`src/rtl/wdt_pkg.sv`:
```
package wdt_pkg;

  // Causes that restart the watchdog timer.
  typedef struct packed {
    logic sys_rst;
    logic kick_edge;
    logic floating;
  } wdt_clr_t;

  function automatic logic clr_any(input wdt_clr_t c);
    return c.sys_rst | c.kick_edge | c.floating;
  endfunction

endpackage

```
`src/rtl/wdt_rst_sync.sv`:
```
module wdt_rst_sync #(
  parameter int STAGES = 2
) (
  input  logic clk,
  input  logic rst_n,
  output logic rst_n_o
);

  logic [STAGES-1:0] rs_q;
  logic [STAGES-1:0] rs_d;

  generate
    if (STAGES == 1) begin : g_single
      always_comb rs_d = 1'b1;
    end else begin : g_chain
      always_comb rs_d = {rs_q[STAGES-2:0], 1'b1};
    end
  endgenerate

  always_ff @(posedge clk or negedge rst_n) begin
    if (!rst_n) rs_q <= '0;
    else        rs_q <= rs_d;
  end

  assign rst_n_o = rs_q[STAGES-1];

endmodule

```
`src/rtl/wdt_kick_sync.sv`:
```
module wdt_kick_sync #(
  parameter int SYNC_STAGES = 2
) (
  input  logic clk,
  input  logic rst_n,
  input  logic kick_i,
  output logic kick_edge_o
);

  logic [SYNC_STAGES-1:0] sync_q;
  logic [SYNC_STAGES-1:0] sync_d;
  logic                   last_q;
  logic                   last_d;

  generate
    if (SYNC_STAGES == 1) begin : g_one_stage
      always_comb sync_d = kick_i;
    end else begin : g_multi_stage
      always_comb sync_d = {sync_q[SYNC_STAGES-2:0], kick_i};
    end
  endgenerate

  always_comb last_d = sync_q[SYNC_STAGES-1];

  always_ff @(posedge clk or negedge rst_n) begin
    if (!rst_n) begin
      sync_q <= '0;
      last_q <= 1'b0;
    end else begin
      sync_q <= sync_d;
      last_q <= last_d;
    end
  end

  // Either polarity of change counts as a kick.
  assign kick_edge_o = sync_q[SYNC_STAGES-1] ^ last_q;

endmodule

```
`src/rtl/wdt_timer.sv`:
```
module wdt_timer
  import wdt_pkg::*;
#(
  parameter int TIMEOUT_CYC = 320_000_000,
  parameter int CNT_W       = $clog2(TIMEOUT_CYC + 1)
) (
  input  logic             clk,
  input  logic             rst_n,
  input  wdt_clr_t         clr_i,
  output logic [CNT_W-1:0] cnt_o,
  output logic             expired_o
);

  localparam logic [CNT_W-1:0] LIMIT = CNT_W'(TIMEOUT_CYC);

  logic [CNT_W-1:0] cnt_q;
  logic [CNT_W-1:0] cnt_d;
  logic             cnt_en;
  logic             clear;
  logic             at_limit;

  always_comb begin
    clear    = clr_any(clr_i);
    at_limit = (cnt_q == LIMIT);
    cnt_en   = clear | ~at_limit;   // hold once saturated
    cnt_d    = clear ? '0 : cnt_q + 1'b1;
  end

  always_ff @(posedge clk or negedge rst_n) begin
    if (!rst_n)      cnt_q <= '0;
    else if (cnt_en) cnt_q <= cnt_d;
  end

  assign cnt_o     = cnt_q;
  assign expired_o = at_limit;

endmodule

```
`src/rtl/wdt_edge_guard.sv`:
```
module wdt_edge_guard
  import wdt_pkg::*;
#(
  parameter int TIMEOUT_CYC = 320_000_000,
  parameter int SYNC_STAGES = 2,
  parameter int RST_STAGES  = 2
) (
  input  logic clk,
  input  logic rst_n,
  input  logic kick_i,
  input  logic kick_float_i,
  input  logic supply_ok_i,
  input  logic sys_rst_i,
  output logic wdo_n_o
);

  localparam int CNT_W = $clog2(TIMEOUT_CYC + 1);

  logic             rst_sync_n;
  logic             kick_edge;
  logic [CNT_W-1:0] tmr_cnt;
  logic             tmr_expired;
  wdt_clr_t         tmr_clr;

  wdt_rst_sync #(
    .STAGES (RST_STAGES)
  ) u_rst_sync (
    .clk     (clk),
    .rst_n   (rst_n),
    .rst_n_o (rst_sync_n)
  );

  wdt_kick_sync #(
    .SYNC_STAGES (SYNC_STAGES)
  ) u_kick_sync (
    .clk         (clk),
    .rst_n       (rst_sync_n),
    .kick_i      (kick_i),
    .kick_edge_o (kick_edge)
  );

  always_comb begin
    tmr_clr.sys_rst   = sys_rst_i;
    tmr_clr.kick_edge = kick_edge;
    tmr_clr.floating  = kick_float_i;
  end

  wdt_timer #(
    .TIMEOUT_CYC (TIMEOUT_CYC),
    .CNT_W       (CNT_W)
  ) u_timer (
    .clk       (clk),
    .rst_n     (rst_sync_n),
    .clr_i     (tmr_clr),
    .cnt_o     (tmr_cnt),
    .expired_o (tmr_expired)
  );

  // Supply gate is combinational so recovery is seen at once.
  assign wdo_n_o = supply_ok_i & ~tmr_expired;

endmodule

```
`config.mk`:
```
export PLATFORM = sky130hd
export DESIGN_NAME = wdt_edge_guard
export DESIGN_NICKNAME = d
export VERILOG_FILES = /design/src/rtl/wdt_pkg.sv /design/src/rtl/wdt_rst_sync.sv /design/src/rtl/wdt_kick_sync.sv /design/src/rtl/wdt_timer.sv /design/src/rtl/wdt_edge_guard.sv
export SDC_FILE = /design/constraint.sdc
export NUM_CORES = 1
export LEC_CHECK = 0
export CAP_MARGIN = 10
export CORE_MARGIN = 1.5
export CORE_UTILIZATION = 60
export CTS_CLUSTER_DIAMETER = 50
export CTS_CLUSTER_SIZE = 10
export DETAILED_ROUTE_END_ITERATION = 12
export MAX_ROUTING_LAYER = met4
export PLACE_DENSITY = 0.83
export SKIP_LAST_GASP = 1
export SYNTH_ARGS = -nofsm -noshare
export SYNTH_HDL_FRONTEND = slang
export SYNTH_SLANG_ARGS = --single-unit
```
`constraint.sdc`:
```
create_clock -name clk -period 4.42 [get_ports clk]
set_clock_uncertainty 0.2 [all_clocks]
set_input_delay 0.663 -clock clk [delete_from_list [all_inputs] [get_ports clk]]
set_output_delay 0.663 -clock clk [all_outputs]
set_load 0.02 [all_outputs]
```
# [Yosys cells after proc, flatten, opt, wreduce, memory -nomap -nowiden]
# Cells that the tools add are included.
[totals] register_bits=34 latch_bits=0 mem_bits_rw=0 mem_bits_ro=0 input_bits=6 output_inout_bits=1 word_cells=13 n_memories=0
[op_classes] add_sub_neg=1 n_mul=0 div=0 n_lt_le_gt_ge=0 n_eq_ne=1 shifts=0 muxes=1 bitwise_logic=6 reduce_logical=0
[op_table] operator="29-bit by 1-bit adder with 29-bit output, second input constant" n=1
[op_table] operator="29-bit equality test, second input constant" n=1
[op_table] operator="29-bit 2-to-1 mux" n=1
[op_table] operator="1-bit bitwise OR" n=3
[op_table] operator="1-bit AND" n=1
[op_table] operator="1-bit inverter" n=1
[op_table] operator="1-bit XOR" n=1

# [Depth between registers and ports, before layout]
[logic_depth] ltp_word=4 depth_mapped=6 depth_no_buf=6

# [By module]
# Synthesis repeated with hierarchy kept, for this count alone.
[hier_totals] hier_cells=184 hier_area_um2=1846.8
[by_module_without_submodules] module="wdt_timer" n_inst=1 cells_each=176 area_per_inst_um2=1695.4
[by_module_without_submodules] module="wdt_kick_sync" n_inst=1 cells_each=4 area_per_inst_um2=83.8
[by_module_without_submodules] module="wdt_rst_sync" n_inst=1 cells_each=3 area_per_inst_um2=53.8
[by_module_without_submodules] module="wdt_edge_guard" n_inst=1 cells_each=1 area_per_inst_um2=13.8

# [Worst setup path after synthesis]
# OpenSTA, ideal clock, no wires.
[synth_timing] kind="register to output" start="reg u_timer.cnt_q[0], in the netlist u_timer.cnt_o[0]" end="out wdo_n_o" arrival_time_ns=1.468 path_slack_ns=2.089 stages_incl_launch_ff=6 path_cell_list="dfrtp_1 inv_1 ha_1 nor4b_1 and3_1 a21boi_0"
[synth_between] elab_chain_cells=3
[synth_lines] item="start: declaration" line_no="wdt_timer.sv:16" text="logic [CNT_W-1:0] cnt_q;"
[synth_lines] item="start signal: assignment" line_no="wdt_timer.sv:31" text="else if (cnt_en) cnt_q <= cnt_d;"
[synth_lines] item="29-bit equality test" line_no="wdt_timer.sv:24" text="at_limit = (cnt_q == LIMIT);"
[synth_lines] item="1-bit inverter" line_no="wdt_edge_guard.sv:60" text="assign wdo_n_o = supply_ok_i & ~tmr_expired;"
[synth_lines] item="1-bit AND" line_no="wdt_edge_guard.sv:60"
[synth_lines] item="end: declaration" line_no="wdt_edge_guard.sv:14" text="output logic wdo_n_o"
# Every way passes these cells.

# [Final worst setup path]
# Same ends and word-level chain as after synthesis.

==> results.tsv <==
stage	metric	value	unit
run_status	status	finished, final reports clean	
clock_tree	cts_buffers	5	
critical_path	r2r_end	u_timer.cnt_o[26]	
placed_design	gp_congestion	0.823	
critical_path	r2r_setup_slack	1980	ps
sta	drv_slew	0	
floorplanning	dieHeight	57.5	um
logic_synthesis	yosys.cell_types.count	38	
critical_path	critPathCaptureType	output pin	
placed_design	port_buffers	6	
sta	tightest_slew	1030	ps
logic_synthesis	synthFlopType	dfrtp_1	
job	drv_cap	0	
logic_synthesis	synth_area	0.00178	sq mm
detailed_routing	route.detailed.drc	0	
detailed_routing	drtPass1Iterations	4	
finish	drive_gt1_share	7.85	%
logic_synthesis	ys_ff_latch	34	
clock_tree	cts_htree_levels	2	
critical_path	cp_top_family	buffers and inverters	
detailed_routing	post_drt_wl_per_cell	16.2	um
critical_path	crit_path_max_fanout	5	
detailed_routing	vias	1476	
critical_path	cpPeakStageDelay	540	ps
logic_synthesis	syn-instance-count	185	
placed_design	place_ws	1650	ps
finish	antenna_cells	0	
logic_synthesis	ys_seq_area_share	47.7	%
floorplanning	core-area	0.00278	sq mm
sta	setup-tns-final	0	ps
floorplanning	rows	19	
grt	grt_pass1_wl	6.55	mm
clock_tree	postCtsHoldBufs	0	
clock_tree	insertion_delay	330	ps
detailed_routing	drt_iter0_drc	62	
grt	grt_pass1_vias	1482	
critical_path	r2r-start	u_timer.cnt_o[1]	
finish	nFillCells	232	
detailed_routing	wl	3.60	mm
finish	seq_area	851	sq um
clock_tree	cts_tree	done	
logic_synthesis	yosysTopAreaCellShare	47.7	%
clock_tree	cts.reportedPaths.clkPinSlew	100	ps
placed_design	dp_hpwl	2.46	mm
floorplanning	io_pins	7	
grt	antenna_found_initial	0	
sta	hold_viol_final	0	
clock_tree	clockBufferDepth	2	
logic_synthesis	async_reset_ff_share	100	%
detailed_routing	routed_via_density	6.65	
critical_path	path_cells	inv_1 -> ha_1 -> nor4b_1 -> and3_1 -> a21boi_0 -> clkdlybuf4s50_1	
critical_path	start_kind	flip-flop	
clock_tree	cts_setup_buffers	0	
sta	fin_crit	3120	ps
grt	grt_max_degree	33	
power_and_ir_drop	p_total	494	uW
critical_path	slowest_stage	clkdlybuf4s50_1	
logic_synthesis	yosys_warnings	0	
critical_path	crit_arrival	2260	ps
clock_tree	cts_sinks	34	
logic_synthesis	yosys.area.top_type	dfrtp_1	
power_and_ir_drop	ir_worst_vdd	0.000226	V
power_and_ir_drop	powerDensity	261	mW/mm^2
critical_path	critPathBufInv	2	
sta	setup_viol	0	
logic_synthesis	synth_nets	193	
critical_path	r2r_cells	5	
clock_tree	root_buffer	clkbuf_4	
logic_synthesis	synth_edf_count	0	
clock_tree	cts-resized-gates	0	
floorplanning	chipWidth	57.5	um
sta	max_freq	320	MHz
floorplanning	dieArea	0.00331	sq mm
worst_hold_path	hold_path.class	flip-flop to async pin	
grt	grtUsageTotal	26.5	%
finish	multi_input_area	846	sq um
sta	whs	61.1	ps
power_and_ir_drop	p_leak	0.000659	uW
finish	layout.nets	199	
detailed_routing	drtAntennaViolNets	0	
floorplanning	initial_core_util	64.1	%
finish	syn_to_final_growth	6.10	%
logic_synthesis	avgSynthCellArea	9.64	sq um
sta	slew_headroom	31.6	%
critical_path	critPathKind	flip-flop to output pin	
sta	fin_crit_sh	70.6	%
sta	rsz0062_at_grt	false	
grt	overflow	0	
sta	fin_ws	1300	ps
logic_synthesis	synthTopCellsByArea	dfrtp_1, a21oi_1, o31ai_1	
critical_path	critical_path_required	3560	ps
## layout make-up
class,instances,area share (%)
sequential,34,44.9
timing repair buffer,7,3.57
tap,31,2.05
clock buffer,7,2.38
multi-input combinational,131,44.7
inverter,12,2.38
## worst max path at each step
| stage | from | cells after the start | end |
|---|---|---|---|
| detailed placement | supply_ok_i | 3 | wdo_n_o |
| global placement | supply_ok_i | 3 | wdo_n_o |
| CTS | u_timer.cnt_o[0] | 6 | wdo_n_o |
| global route | u_timer.cnt_o[0] | 6 | wdo_n_o |
| floorplan | u_timer.cnt_o[0] | 5 | wdo_n_o |
| finish | u_timer.cnt_o[0] | 6 | wdo_n_o |
## per-layer routing
metal,global-route usage (%),part of all wire [%],vias up,wire length [um]
met2,40.7,52,31,1870
met4,10.3,1.3,0,48
met1,33.6,43,745,1530
met5,-,0,-,0
li1,-,-,695,-
met3,7.03,4.1,5,146
## cell usage after synthesis (2+ instances only)
library cell  instances
or3_1                 6
nor4b_1               3
ha_1                  2
or3_4                 2
nand4b_1              2
buf_1                 2
nand2_1              10
o21ai_0               6
clkbuf_1              3
or4_1                11
nand3_1               9
nand4_1               3
o31ai_1              11
nand4_2               2
nor3_1                4
dfrtp_1              34
inv_1                12
a21oi_1              20
xnor2_1               7
xor2_1                2
nor2_1               11
nor4_1                7
## kinds of logic after synthesis
logic type,count (synthesis),share of synthesized area [%]
and+or+nand+nor,79,28.0
AOI/OAI and AO/OA,39,12.8
DFF,34,47.7
buffers and inverters,20,4.91
xor gates and xnor gates,9,4.42
adders and majority gates,2,1.40
other,1,0.210
muxes,1,0.631
## flip-flops by register name (all words and copies together) (netlist names)
register and count:
u_rst_sync.rs_q 2, u_kick_sync.last_q 1, u_kick_sync.sync_q 2, u_timer.cnt_o 29
## power by group
part	switching, uW	internal [uW]
combinational	12.9	7.45
clock	98.4	60.0
sequential	1.71	314
## stage by stage
stage	std cells	instance area [sq um]	utilization, %
after floorplan	185	1780	-
after global placement	215	1850	66.4
after detailed placement	215	1850	66.4
after CTS	222	1890	68.1
after global routing	222	1890	68.1
final	222	1890	68.1
## cell usage in the layout, fill, tap and decap left out, types with 3 or more instances in the layout
| cell | instances |
|---|---|
| o31ai_1 | 11 |
| nor4b_1 | 3 |
| xnor2_1 | 7 |
| nand4_1 | 3 |
| or3_1 | 6 |
| nand3_1 | 9 |
| or4_1 | 11 |
| dfrtp_1 | 34 |
| a21oi_1 | 20 |
| nor2_1 | 11 |
| clkbuf_4 | 5 |
| clkdlybuf4s50_1 | 6 |
| nor3_1 | 4 |
| inv_1 | 12 |
| nor4_1 | 7 |
| o21ai_0 | 6 |
| nand2_1 | 10 |
No activity file was read; power rests on OpenSTA's default activity.
